## src/rtl/bseq_pkg.sv

```systemverilog
package bseq_pkg;
    typedef enum logic [1:0] {
        ST_IDLE   = 2'd0,
        ST_LOADED = 2'd1,
        ST_STEP   = 2'd2,
        ST_HOLD   = 2'd3
    } seq_state_t;

    typedef enum logic {
        ORD_LINEAR     = 1'b0,
        ORD_INTERLEAVE = 1'b1
    } order_t;
endpackage

```

## src/rtl/bseq_ctrl.sv

```systemverilog
module bseq_ctrl
    import bseq_pkg::*;
(
    input  logic       clk,
    input  logic       rst_n,
    input  logic       start,
    input  logic       adv_n,
    output logic       cnt_clear,
    output logic       cnt_inc,
    output seq_state_t state
);
    seq_state_t state_nx;

    always_comb begin
        state_nx = state;
        unique case (state)
            ST_IDLE: begin
                if (start) state_nx = ST_LOADED;
            end
            ST_LOADED, ST_STEP, ST_HOLD: begin
                if (start)       state_nx = ST_LOADED;
                else if (!adv_n) state_nx = ST_STEP;
                else             state_nx = ST_HOLD;
            end
            default: state_nx = ST_IDLE;
        endcase
    end

    always_ff @(posedge clk or negedge rst_n) begin
        if (!rst_n) state <= ST_IDLE;
        else        state <= state_nx;
    end

    always_comb begin
        cnt_clear = 1'b0;
        cnt_inc   = 1'b0;
        unique case (state)
            ST_IDLE: begin
                cnt_clear = start;
            end
            ST_LOADED, ST_STEP, ST_HOLD: begin
                cnt_clear = start;
                cnt_inc   = !start && !adv_n;
            end
            default: ;
        endcase
    end

    AST_IDLE_STICKY: assert property (@(posedge clk) disable iff (!rst_n)
        (state == ST_IDLE && !start) |=> state == ST_IDLE);
    AST_LOAD_STATE: assert property (@(posedge clk) disable iff (!rst_n)
        start |=> state == ST_LOADED);
endmodule

```

## src/rtl/bseq_count.sv

```systemverilog
module bseq_count #(
    parameter int BEAT_BITS = 2
) (
    input  logic                 clk,
    input  logic                 rst_n,
    input  logic                 clear,
    input  logic                 inc,
    input  logic [BEAT_BITS-1:0] load_val,
    output logic [BEAT_BITS-1:0] base,
    output logic [BEAT_BITS-1:0] count
);
    localparam logic [BEAT_BITS-1:0] ONE = BEAT_BITS'(1);

    always_ff @(posedge clk or negedge rst_n) begin
        if (!rst_n) begin
            base  <= '0;
            count <= '0;
        end else if (clear) begin
            base  <= load_val;
            count <= '0;
        end else if (inc) begin
            count <= count + ONE;
        end
    end

    AST_CLEAR_ZERO: assert property (@(posedge clk) disable iff (!rst_n)
        clear |=> count == '0);
    AST_STEP_WRAP: assert property (@(posedge clk) disable iff (!rst_n)
        (inc && !clear) |=> count == $past(count) + ONE);
    AST_BASE_KEEP: assert property (@(posedge clk) disable iff (!rst_n)
        !clear |=> $stable(base));
endmodule

```

## src/rtl/bseq_map.sv

```systemverilog
module bseq_map
    import bseq_pkg::*;
#(
    parameter int BEAT_BITS = 2
) (
    input  logic                 order_sel,
    input  logic [BEAT_BITS-1:0] base,
    input  logic [BEAT_BITS-1:0] count,
    output logic [BEAT_BITS-1:0] addr
);
    order_t ord;
    assign ord = order_t'(order_sel);

    always_comb begin
        unique case (ord)
            ORD_LINEAR:     addr = base + count;
            ORD_INTERLEAVE: addr = base ^ count;
            default:        addr = base;
        endcase
    end
endmodule

```

## src/rtl/burst_seq_gen.sv

```systemverilog
module burst_seq_gen
    import bseq_pkg::*;
#(
    parameter int BEAT_BITS = 2
) (
    input  logic                 clk,
    input  logic                 rst_n,
    input  logic                 start,
    input  logic                 adv_n,
    input  logic                 order_sel,
    input  logic [BEAT_BITS-1:0] ext_lo,
    output logic [BEAT_BITS-1:0] burst_lo
);
    logic                 cnt_clear;
    logic                 cnt_inc;
    seq_state_t           state;
    logic [BEAT_BITS-1:0] base;
    logic [BEAT_BITS-1:0] count;

    bseq_ctrl u_ctrl (
        .clk      (clk),
        .rst_n    (rst_n),
        .start    (start),
        .adv_n    (adv_n),
        .cnt_clear(cnt_clear),
        .cnt_inc  (cnt_inc),
        .state    (state)
    );

    bseq_count #(.BEAT_BITS(BEAT_BITS)) u_count (
        .clk     (clk),
        .rst_n   (rst_n),
        .clear   (cnt_clear),
        .inc     (cnt_inc),
        .load_val(ext_lo),
        .base    (base),
        .count   (count)
    );

    bseq_map #(.BEAT_BITS(BEAT_BITS)) u_map (
        .order_sel(order_sel),
        .base     (base),
        .count    (count),
        .addr     (burst_lo)
    );

    AST_FIRST_BEAT: assert property (@(posedge clk) disable iff (!rst_n)
        start |=> burst_lo == $past(ext_lo));
    AST_WAIT_HOLD: assert property (@(posedge clk) disable iff (!rst_n)
        (!start && adv_n) |=> $stable(burst_lo));
    AST_IDLE_ZERO: assert property (@(posedge clk) disable iff (!rst_n)
        (state == ST_IDLE) |-> burst_lo == '0);
endmodule

```

## config.mk

```make
export PLATFORM = sky130hd
export DESIGN_NAME = burst_seq_gen
export DESIGN_NICKNAME = d
export VERILOG_FILES = /design/src/rtl/bseq_pkg.sv /design/src/rtl/bseq_ctrl.sv /design/src/rtl/bseq_count.sv /design/src/rtl/bseq_map.sv /design/src/rtl/burst_seq_gen.sv
export SDC_FILE = /design/constraint.sdc
export NUM_CORES = 1
export LEC_CHECK = 0
export ABC_AREA = 1
export BUFFER_PORTS_ARGS = -buffer_cell sky130_fd_sc_hd__clkbuf_2
export CELL_PAD_IN_SITES_DETAIL_PLACEMENT = 0
export CELL_PAD_IN_SITES_GLOBAL_PLACEMENT = 2
export CORE_MARGIN = 2
export CORE_UTILIZATION = 22
export CTS_CLUSTER_DIAMETER = 100
export DETAILED_ROUTE_END_ITERATION = 8
export PLACE_DENSITY = 0.74
export SLEW_MARGIN = 20
export SYNTH_ARGS = -nofsm -noshare
export SYNTH_HDL_FRONTEND = slang
export SYNTH_SLANG_ARGS = --single-unit
export TNS_END_PERCENT = 10
```

## constraint.sdc

```tcl
create_clock -name clk -period 1.04 [get_ports clk]
set_clock_uncertainty 0.1 [all_clocks]
set_input_delay 0.104 -clock clk [delete_from_list [all_inputs] [get_ports clk]]
set_output_delay 0.104 -clock clk [all_outputs]
set_load 0.01 [all_outputs]
```

# == Yosys cells after proc, flatten, opt, wreduce, memory -nomap -nowiden ==
# Index checks and enable logic that the tools add are counted.
# totals
regBits,6
latchBits,0
ram_bits,0
romBits,0
inputBits,7
output_inout_bits,2
memories,0
# op_classes
n_addsub,2
n_mul,0
div,0
magnitude_cmp,0
n_eq_ne,4
shifts,0
n_mux,9
bitwise,2
reduce_logical,7
# ops
operator,count
$mux W2,4
$pmux W2 S2,2
$eq A2 B2 Y1 const B,2
$reduce_or A4 Y1,1
$mux W1,3
$reduce_or A3 Y1,1
$add A2 B1 Y2 const B,1
$add A2 B2 Y2,1
$eq A2 B1 Y1 const B,1
$logic_not A1 Y1,2
$logic_not A2 Y1,1
$ne A2 B2 Y1 const B,1
$reduce_bool A2 Y1,1
$xor A2 B2 Y2,1
$logic_and A1 B1 Y1,1
$not A1 Y1,1

# == Logic depth before layout (Yosys ltp) ==
# Gate-level depths: netlist of the first run.
# logic_depth
ltp_word,5
mapped_depth,7
mapped_depth_nobuf,7

# == Cells and area by module ==
# From an unflattened synthesis of the first run, not the netlist that was laid out.
# unflattened
hier_cells,44
hier_area_um2,314.1
# by_module_without_submodules
mod,n_inst,cells_per_inst,area_per_inst_um2,seq_area_each_um2
bseq_count,1,19,158.9,100.1
bseq_ctrl,1,10,87.6,50.0
bseq_map,1,15,67.6,0.0

# == Least setup slack after synthesis of the first run ==
# OpenSTA, ideal clock, no wires.
# synth_timing
path_kind,register to output
startpoint,register u_count.count[0]
endpoint,output port burst_lo[1]
arrival_time_ns,0.858
slack_ns,-0.022
path_stages_with_launch,8
cell_sequence,dfrtp_1 -> ha_1 -> inv_1 -> nor2_1 -> inv_1 -> nand2_1 -> nand2_1 -> inv_1
# synth_via
elab_chain_len,2
# synth_rtl
item,line,source
from (decl),bseq_count.sv:10,output logic [BEAT_BITS-1:0] count
from (signal assigned),bseq_count.sv:22,count <= count + ONE;
$add A2 B2 Y2,bseq_map.sv:16,ORD_LINEAR: addr = base + count;
$pmux W2 S2,bseq_map.sv:15,unique case (ord)
to (decl),burst_seq_gen.sv:12,output logic [BEAT_BITS-1:0] burst_lo
# No other way between the ends.

# == Worst setup path after layout of the first run ==
# Ends and elaborated chain as after synthesis.

==> impl_metrics.csv, run 1 <==
group,metric,value,unit
status,status,"finished with violations",
status,violations,"setup timing",
pwr,p_per_area,1340,mW/mm²
detailed_routing,wl_per_cell,7.51,µm
run,cap_violations,0,
global_routing,grt_pass1_vias,235,
pwr,sw_frac_of_total,26.7,%
worst_setup_path,slowest_delay,0.40,ns
pwr,p_leak,0.000273,µW
synth,netlist_top_cells_area,"dfrtp_1 47%, nand2_1 20%, inv_1 9.3%",
synth,synth.distinct_cells,11,
die,core,0.00133,mm²
pwr,p_int,488,µW
synth,synth_seq_cells,6,
detailed_routing,avgViaCountPerCell,3.96,
worst_hold_path,min-delay-start,"start",
clocking,cts_htree_levels,1,
global_routing,grt_util_met2,9.85,%
global_routing,grtUsageTotal,6.73,%
layout,fin_cells,78,
timing,fin_ws,-0.325,ns
timing,max_slew.worst_pin.slew,0.153,ns
layout,drive_above_1_share,38.1,%
layout,layout_common_cells,"17 x nand2_1, 6 x inv_1, 6 x clkbuf_2, 6 x dfrtp_1",
synth,yosysWarnings,0,
pwr,p_seq_share,40.7,%
placed_design,port_buffers,8,
layout,num-nets-final,73,
global_routing,antenna_found_initial,0,
detailed_routing,first_iter_violations,9,
worst_setup_path,regToRegEndpoint,"u_count.count[1]",
die,dieArea,0.00178,mm²
die,rows,13,
worst_setup_path,critical_path_arrival,1.16,ns
global_routing,top_usage_layer,"met2",
die,die_w,42.2,µm
timing,finalCriticalPeriod,1.36,ns
global_routing,use_met3,3.02,%
detailed_routing,drt_wl_total,586,µm
worst_setup_path,reg2reg_setup_slack,0.02,ns
worst_setup_path,startpoint_type,"flop",
pwr,ir_drop,0.000502,V
synth,syn-cell-area,322,µm²
clocking,clockBufferDepth,2,
timing,final-hold-violation-count,0,
clocking,clockRootBuffer,"clkbuf_4",
synth,yosysSeqAreaShare,46.7,%
detailed_routing,ant_nets,0,
worst_setup_path,cp_max_fo,2,
synth,synth_cells,45,
global_routing,grt_max_degree,7,
detailed_routing,drc,0,
clocking,cts_tree,"done",
synth,synth.net_count,53,
worst_setup_path,crit_slowest_cell,"dfrtp_1",
clocking,cts_made_buffers,3,
global_routing,grt_overflow_total,0,
detailed_routing,vias,309,
placed_design,gp_congestion,0.676,
worst_setup_path,critical_path_buf_inv_count,4,
timing,finalMaxSlewViolations,0,
placed_design,placed_cells,70,
die,start_util,24.1,%
timing,holdWs,0.0168,ns
layout,final_common_cell,"nand2_1",
pwr,pwr-share-comb,28.3,%
placed_design,placed_area,395,µm²
timing,fmax,733,MHz
worst_setup_path,worstSetupPathType,"reg -> out",
synth,synth_top_area_share,46.7,%
clocking,clk_pin_slew,0.04,ns
timing,relSlewSlack,89.8,%
pwr,clockPowerShare,30.9,%
worst_setup_path,r2r_cells,5,
timing,grt_setup_unrepaired,"true",
worst_hold_path,holdPathStages,2,
global_routing,grt_pass1_wl,890,µm
die,die_h,42.2,µm
die,ios,9,
worst_hold_path,min_to,"u_ctrl.state[1]",
global_routing,use_met1,7.31,%
worst_hold_path,hold_class,"in -> reg",
worst_setup_path,cp.required,0.84,ns
layout,area_growth,54.9,%
synth,postSynthAreaPerCell,7.15,µm²
detailed_routing,dr.pass1.iters,4,
layout,antenna_cells,0,
worst_setup_path,crit_path_end_kind,"output port",
worst_setup_path,r2r-start,"u_count.count[0]",
worst_setup_path,path_cells,"ha_4, inv_2, nor2_2, inv_1, nand2_1, nand2_1, inv_2, buf_6",
clocking,insertion_delay,0.24,ns
timing,period_share,131,%
pwr,p_sw,178,µW
synth,synth_top_area_cell,"dfrtp_1",
layout,design_area,498,µm²
timing,setup_viol,2,
worst_setup_path,path_delay_family,"flip-flops",
clocking,cts.sinks,6,
[worst reg2reg max path: stages, from the launching register on]
cell     delay, ns
dfrtp_1       0.40
buf_4         0.16
nor2_2        0.11
nor2_2        0.05
nand2_1       0.05
nand2_1       0.04
[timing repair]
action	CTS	global route
gates resized for setup	1	9
endpoints found under the setup margin	2	3
setup buffers	1	0
hold buffers	4	0
endpoints found under the hold margin	9	0
pin swaps	1	4
[through the flow]
step / power (µW) / utilization, % / worst slack (ns) / setup TNS [ns]
5_1_grt: 717 / 37.3 / -0.396 / -0.612
3_5_place_dp: 409 / 29.6 / -0.0984 / -0.0984
2_1_floorplan: 350 / - / -0.0122 / -0.0122
6_report: 666 / 37.3 / -0.325 / -0.493
3_3_place_gp: 409 / 29.6 / -0.0902 / -0.0902
4_1_cts: 642 / 35.1 / -0.352 / -0.564
[worst max path at each step]
stage,startpoint,to,slack (ns),cells past startpoint
5_1_grt,u_count.count[0],burst_lo[1],-0.40,8
6_report,u_count.count[0],burst_lo[1],-0.32,8
2_1_floorplan,u_count.count[0],burst_lo[1],-0.01,7
3_5_place_dp,u_count.base[0],burst_lo[1],-0.1,8
4_1_cts,u_count.base[0],burst_lo[1],-0.35,8
3_3_place_gp,u_count.base[0],burst_lo[1],-0.09,8
[cell usage after synthesis]
| library cell | number |
|---|---|
| dfrtp_1 | 6 |
| ha_1 | 1 |
| inv_1 | 8 |
| inv_2 | 1 |
| nand2_1 | 17 |
| nand2_2 | 2 |
| nand3_1 | 3 |
| nand3b_1 | 1 |
| nor2_1 | 4 |
| nor2_2 | 1 |
| o21ai_0 | 1 |
[routing by layer]
metal  up-vias  share of wire (%)
met4         0                  0
li1        169                  -
met5         -                  0
met1       131                 47
met3         0                7.3
met2         9                 45
[kinds of logic (layout without fill, tap and decap cells)]
logic type                 after synthesis  after routing  share of synthesized area (%)
buffers and inverters                    9             27                           10.5
DFF                                      6              6                           46.7
AOI/OAI and AO/OA                        1              1                           1.55
adders and majority gates                1              1                           3.89
and+or+nand+nor                         28             28                           37.4
[power groups by stage]
stage	clock [µW]	sequential [µW]	combinational, µW
floorplan	0	272	77.9
global placement	0	270	138
detailed placement	0	271	138
CTS	218	268	157
global route	235	273	208
finish	206	271	189
[area by class of cell]
class                      instances  area [µm²]
clock buffer                       3        22.5
fill                             147         836
inverter                           9        33.8
multi-input combinational         30         158
sequential                         6         150
tap                               15        18.8
timing repair buffer              15         115
[sequential cells by signal, indices dropped and copies added, names as in the netlist]
signal	cells
u_ctrl.state	2
u_count.base	2
u_count.count	2
Note: power is estimated with default switching activity, not from simulation.
==> run 2: changes to the inputs <==
--- a/config.mk
+++ b/config.mk
@@ -14,6 +14,7 @@
 export CTS_CLUSTER_DIAMETER = 100
 export DETAILED_ROUTE_END_ITERATION = 8
 export PLACE_DENSITY = 0.74
+export RECOVER_POWER = 25
 export SLEW_MARGIN = 20
 export SYNTH_ARGS = -nofsm -noshare
 export SYNTH_HDL_FRONTEND = slang
==> run 2 against run 1 <==
Core utilization decreased by 0.094 points; the flow still finishes with violations (setup timing); via count is the same; flip-flop and latch count stayed put; setup slack unchanged; critical endpoint unchanged; worst hold slack is essentially flat; non-clock buffer count unchanged; final area fell by 0.25%; largest power group unchanged.
==> impl_metrics.csv, run 2 (same netlist as run 1, synthesis figures left out) <==
group,metric,value,unit
placed_design,placed_cells,70,
clocking,cts.sinks,6,
detailed_routing,vias,309,
worst_setup_path,cp.required,0.84,ns
pwr,clockPowerShare,30.9,%
clocking,cts_htree_levels,1,
die,start_util,24.1,%
clocking,clk_pin_slew,0.04,ns
detailed_routing,first_iter_violations,9,
layout,area_growth,54.5,%
pwr,p_seq_share,40.8,%
clocking,insertion_delay,0.24,ns
clocking,cts_made_buffers,3,
placed_design,port_buffers,8,
worst_setup_path,startpoint_type,"flop",
pwr,ir_drop,0.000502,V
layout,postLayoutCoreUtil,37.2,%
clocking,clockRootBuffer,"clkbuf_4",
detailed_routing,ant_nets,0,
timing,final-hold-violation-count,0,
die,ios,9,
global_routing,grt_max_degree,7,
layout,fin_cells,78,
timing,fmax,733,MHz
global_routing,antenna_found_initial,0,
die,dieArea,0.00178,mm²
clocking,cts_tree,"done",
layout,num-nets-final,73,
status,status,"finished with violations",
worst_setup_path,slowest_delay,0.40,ns
detailed_routing,dr.pass1.iters,4,
global_routing,grt_pass1_vias,235,
layout,fill_cells,148,
worst_hold_path,hold_class,"in -> reg",
pwr,p_leak,0.000271,µW
global_routing,grt_overflow_total,0,
worst_setup_path,path_cells,"ha_4, inv_2, nor2_2, inv_1, nand2_1, nand2_1, inv_2, buf_6",
timing,finalCriticalPeriod,1.36,ns
layout,top_regs,"u_count.base: 2 flops, u_count.count: 2 flops, u_ctrl.state: 2 flops",
detailed_routing,avgViaCountPerCell,3.96,
die,die_w,42.2,µm
timing,grt_setup_unrepaired,"true",
worst_setup_path,crit_path_end_kind,"output port",
timing,holdWs,0.0169,ns
worst_setup_path,cp_max_fo,2,
run,cap_violations,0,
layout,regArea,150,µm²
timing,max_slew.worst_pin.slew,0.315,ns
pwr,pwr-share-comb,28.3,%
clocking,clockBufferDepth,2,
layout,final_common_cell,"nand2_1",
pwr,p_int,487,µW
placed_design,gp_congestion,0.676,
global_routing,grtUsageTotal,6.73,%
timing,finalMaxSlewViolations,0,
detailed_routing,drt_wl_total,587,µm
detailed_routing,drc,0,
status,violations,"setup timing",
layout,drive_above_1_share,36.5,%
die,core,0.00133,mm²
timing,fin_setup_tns,-0.493,ns
timing,fin_ws,-0.325,ns
worst_setup_path,critical_path_arrival,1.16,ns
layout,multi_input_area,158,µm²
die,rows,13,
timing,setup_viol,2,
timing,relSlewSlack,79.0,%
die,die_h,42.2,µm
layout,layout_common_cells,"17 x nand2_1, 6 x inv_1, 6 x dfrtp_1",
detailed_routing,wl_per_cell,7.53,µm
layout,antenna_cells,0,
pwr,p_sw,178,µW
pwr,p_per_area,1340,mW/mm²
pwr,sw_frac_of_total,26.8,%
worst_setup_path,worstSetupPathType,"reg -> out",
pwr,p_total,665,µW
timing,period_share,131,%
worst_setup_path,crit_slowest_cell,"dfrtp_1",
global_routing,grt_pass1_wl,890,µm
[run 2: path summary, 6_finish.rpt]
check	start	end	slack, ns	depth (start not counted)
min reg2reg	u_count.base[1]	u_count.base[1]	0.44	2
max reg2reg	u_count.count[0]	u_count.count[1]	0.02	5
min	start	u_ctrl.state[1]	0.02	2
max in group asynchronous	rst_n	u_count.base[1]	0.44	2
max	u_count.count[0]	burst_lo[1]	-0.32	8
min in group asynchronous	rst_n	u_count.base[0]	0.16	2
[run 2: what timing repair did]
action | in CTS | in global routing
resized for setup | 1 | 9
endpoints found under the setup margin | 2 | 3
endpoints found under the hold margin | 9 | 0
pin swaps | 1 | 4
hold buffers | 4 | 0
buffers inserted | 1 | 0
cloned | 0 | 0
[run 2: final cells by class]
type / instances / share of cell area, %
Multi-Input combinational cell: 30 / 31.7
Sequential cell: 6 / 30.2
Timing Repair Buffer: 15 / 22.9
Inverter: 9 / 6.80
Clock buffer: 3 / 4.53
Tap cell: 15 / 3.78
[run 2: per-stage QoR]
stage               setup slack, ns  cell area [µm²]
global placement            -0.0902              395
CTS                          -0.352              468
global route                 -0.396              497
floorplan                   -0.0122              322
finish                       -0.325              497
detailed placement          -0.0984              395
[run 2: per-layer routing]
layer / share of wire (%) / GRT usage, % / vias up
met5: 0 / 0 / -
met4: 0 / 5.63 / 0
met3: 7.3 / 3.02 / 0
met2: 45 / 9.85 / 9
met1: 47 / 7.31 / 131
li1: - / - / 169
[run 2: power by group through the flow]
stage          Combinational (µW)  Clock [µW]  Sequential [µW]
2_1_floorplan                77.9           0              272
3_3_place_gp                  138           0              270
3_5_place_dp                  138           0              271
4_1_cts                       157         218              268
5_1_grt                       208         235              273
6_report                      188         206              271
[run 2: worst max-delay path: cells and delay by family (launching register included)]
| family | cells | cell delay [ns] |
|---|---|---|
| buf+inv | 4 | 0.21 |
| simple gates | 3 | 0.14 |
| flops | 1 | 0.40 |
| fa+ha+maj | 1 | 0.17 |
==> run 3: changes to the inputs <==
--- a/config.mk
+++ b/config.mk
@@ -15,6 +15,7 @@
 export DETAILED_ROUTE_END_ITERATION = 8
 export PLACE_DENSITY = 0.74
 export RECOVER_POWER = 25
+export REMOVE_ABC_BUFFERS = 1
 export SLEW_MARGIN = 20
 export SYNTH_ARGS = -nofsm -noshare
 export SYNTH_HDL_FRONTEND = slang
==> constraint.sdc (replaced) <==
create_clock -name clk -period 1.04 [get_ports clk]
set_clock_uncertainty 0.1 [all_clocks]
set_input_delay 0.104 -clock clk [delete_from_list [all_inputs] [get_ports clk]]
set_output_delay 0.104 -clock clk [all_outputs]
set_load 0.05 [all_outputs]
==> run 3 against run 2 <==
The run still ends with setup timing left; largest power group unchanged; die area stayed put; critical path depth stayed put; critical path type unchanged; highest routed layer is now met4; count of clock-buffer cells in the layout stayed put.
==> impl_metrics.csv, run 3 (same netlist as run 1, synthesis figures left out) <==
group,metric,value,unit
clocking,cts_tree,"done",
timing,fin_ws,-0.401,ns
layout,final_common_cell,"nand2_1",
worst_setup_path,crit_path_end_kind,"output port",
global_routing,top_usage_layer,"met2",
worst_setup_path,slowest_delay,0.39,ns
global_routing,use_met1,10.4,%
die,core,0.00133,mm²
detailed_routing,wl_per_cell,8.43,µm
clocking,clockRootBuffer,"clkbuf_4",
clocking,clockBufferDepth,2,
layout,layout_common_cells,"17 x nand2_1, 6 x inv_1, 6 x dfrtp_1",
die,rows,13,
status,status,"finished with violations",
pwr,p_leak,0.000278,µW
layout,multi_input_area,158,µm²
global_routing,grtUsageTotal,8.85,%
detailed_routing,first_iter_violations,4,
clocking,clk_pin_slew,0.05,ns
clocking,cts_htree_levels,1,
timing,fin_setup_tns,-0.631,ns
die,die_w,42.2,µm
layout,fill_cells,157,
layout,regArea,150,µm²
worst_setup_path,critical_path_arrival,1.24,ns
timing,fmax,694,MHz
placed_design,gp_congestion,0.674,
pwr,ir_drop,0.000566,V
timing,final-hold-violation-count,0,
timing,finalMaxSlewViolations,0,
layout,num-nets-final,74,
global_routing,grt_max_degree,7,
die,start_util,24.1,%
global_routing,grt_overflow_total,0,
global_routing,use_met3,3.02,%
timing,holdWs,0.0197,ns
timing,setup_viol,2,
worst_setup_path,cp_max_fo,2,
detailed_routing,dr.pass1.iters,5,
timing,max_slew.worst_pin.slew,0.330,ns
worst_setup_path,worstSetupPathType,"reg -> out",
global_routing,antenna_found_initial,0,
die,die_h,42.2,µm
worst_setup_path,crit_slowest_cell,"dfrtp_1",
worst_hold_path,hold_class,"in -> reg",
timing,period_share,139,%
clocking,cts.sinks,6,
detailed_routing,vias,323,
die,ios,9,
timing,grt_setup_unrepaired,"true",
detailed_routing,drt_wl_total,666,µm
pwr,p_per_area,1460,mW/mm²
placed_design,port_buffers,8,
worst_setup_path,path_cells,"ha_4, inv_2, nor2_2, inv_1, nand2_1, nand2_1, inv_2, buf_8",
global_routing,grt_util_met2,11.7,%
global_routing,grt_pass1_vias,279,
layout,top_regs,"u_count.base: 2 flops, u_count.count: 2 flops, u_ctrl.state: 2 flops",
detailed_routing,drc,0,
detailed_routing,ant_nets,0,
clocking,cts_made_buffers,3,
worst_setup_path,cp.required,0.84,ns
status,violations,"setup timing",
layout,area_growth,59.1,%
timing,finalCriticalPeriod,1.44,ns
timing,relSlewSlack,78.0,%
detailed_routing,avgViaCountPerCell,4.09,
layout,drive_above_1_share,37.5,%
global_routing,grt_pass1_wl,1130,µm
clocking,insertion_delay,0.24,ns
layout,antenna_cells,0,
run,cap_violations,0,
worst_setup_path,startpoint_type,"flop",
die,dieArea,0.00178,mm²
-- run 3: cell types whose count changed in the layout (fill, tap and decap cells not counted) --
| cell | delta |
|---|---|
| buf_6 | -2 |
| buf_8 | +2 |
| buf_4 | +1 |
-- run 3: final cells by class --
cell class / instances / share of cell area, %
clock buffers: 3 / 4.40
inverters: 9 / 6.60
multi-input cells: 30 / 30.8
flip-flops and latches: 6 / 29.3
well taps: 15 / 3.67
repair buffers: 16 / 25.2
-- run 3: worst paths after layout --
| kind | start | to | slack (ns) | cells after the start |
|---|---|---|---|---|
| max in group asynchronous | rst_n | u_count.count[0] | 0.43 | 2 |
| setup / recovery | u_count.base[0] | burst_lo[1] | -0.40 | 8 |
| hold / removal | start | u_ctrl.state[1] | 0.02 | 2 |
| min in group asynchronous | rst_n | u_ctrl.state[1] | 0.17 | 2 |
| hold reg to reg | u_ctrl.state[0] | u_ctrl.state[0] | 0.52 | 4 |
| setup reg to reg | u_count.count[0] | u_count.count[1] | 0.02 | 5 |
-- run 3: report_power, final --
group	switching, µW	total [µW]	internal [µW]
combinational	140	260	120
sequential	15.7	272	256
clock	83.6	214	131
total	240	746	506
-- run 3: per-stage QoR --
stage	util [%]	worst slack, ns	area [µm²]	instances	power (µW)
floorplan	-	-0.249	322	45	399
global placement	30.2	-0.225	403	71	460
detailed placement	30.2	-0.242	403	71	461
CTS	37.0	-0.412	493	79	726
global route	38.4	-0.480	512	79	805
finish	38.4	-0.401	512	79	746
-- run 3: repair_timing --
| item | in CTS | in global routing |
|---|---|---|
| hold endpoints to repair | 9 | 0 |
| gates resized for setup | 5 | 8 |
| setup endpoints to repair | 2 | 3 |
| setup buffers | 1 | 0 |
| hold buffers | 4 | 0 |
-- run 3: worst max-delay path: cells and delay by family (launching register included) --
family,cells,cell delay (ns)
flip-flops,1,0.39
buffers and inverters,4,0.26
AND/OR/NAND/NOR,3,0.19
adder cells (fa/ha/maj),1,0.15
-- run 3: routing by layer --
layer	vias to the layer above	part of all wire, %
met4	0	0.60
met5	-	0
li1	171	-
met1	141	46
met2	9	47
met3	2	5.9
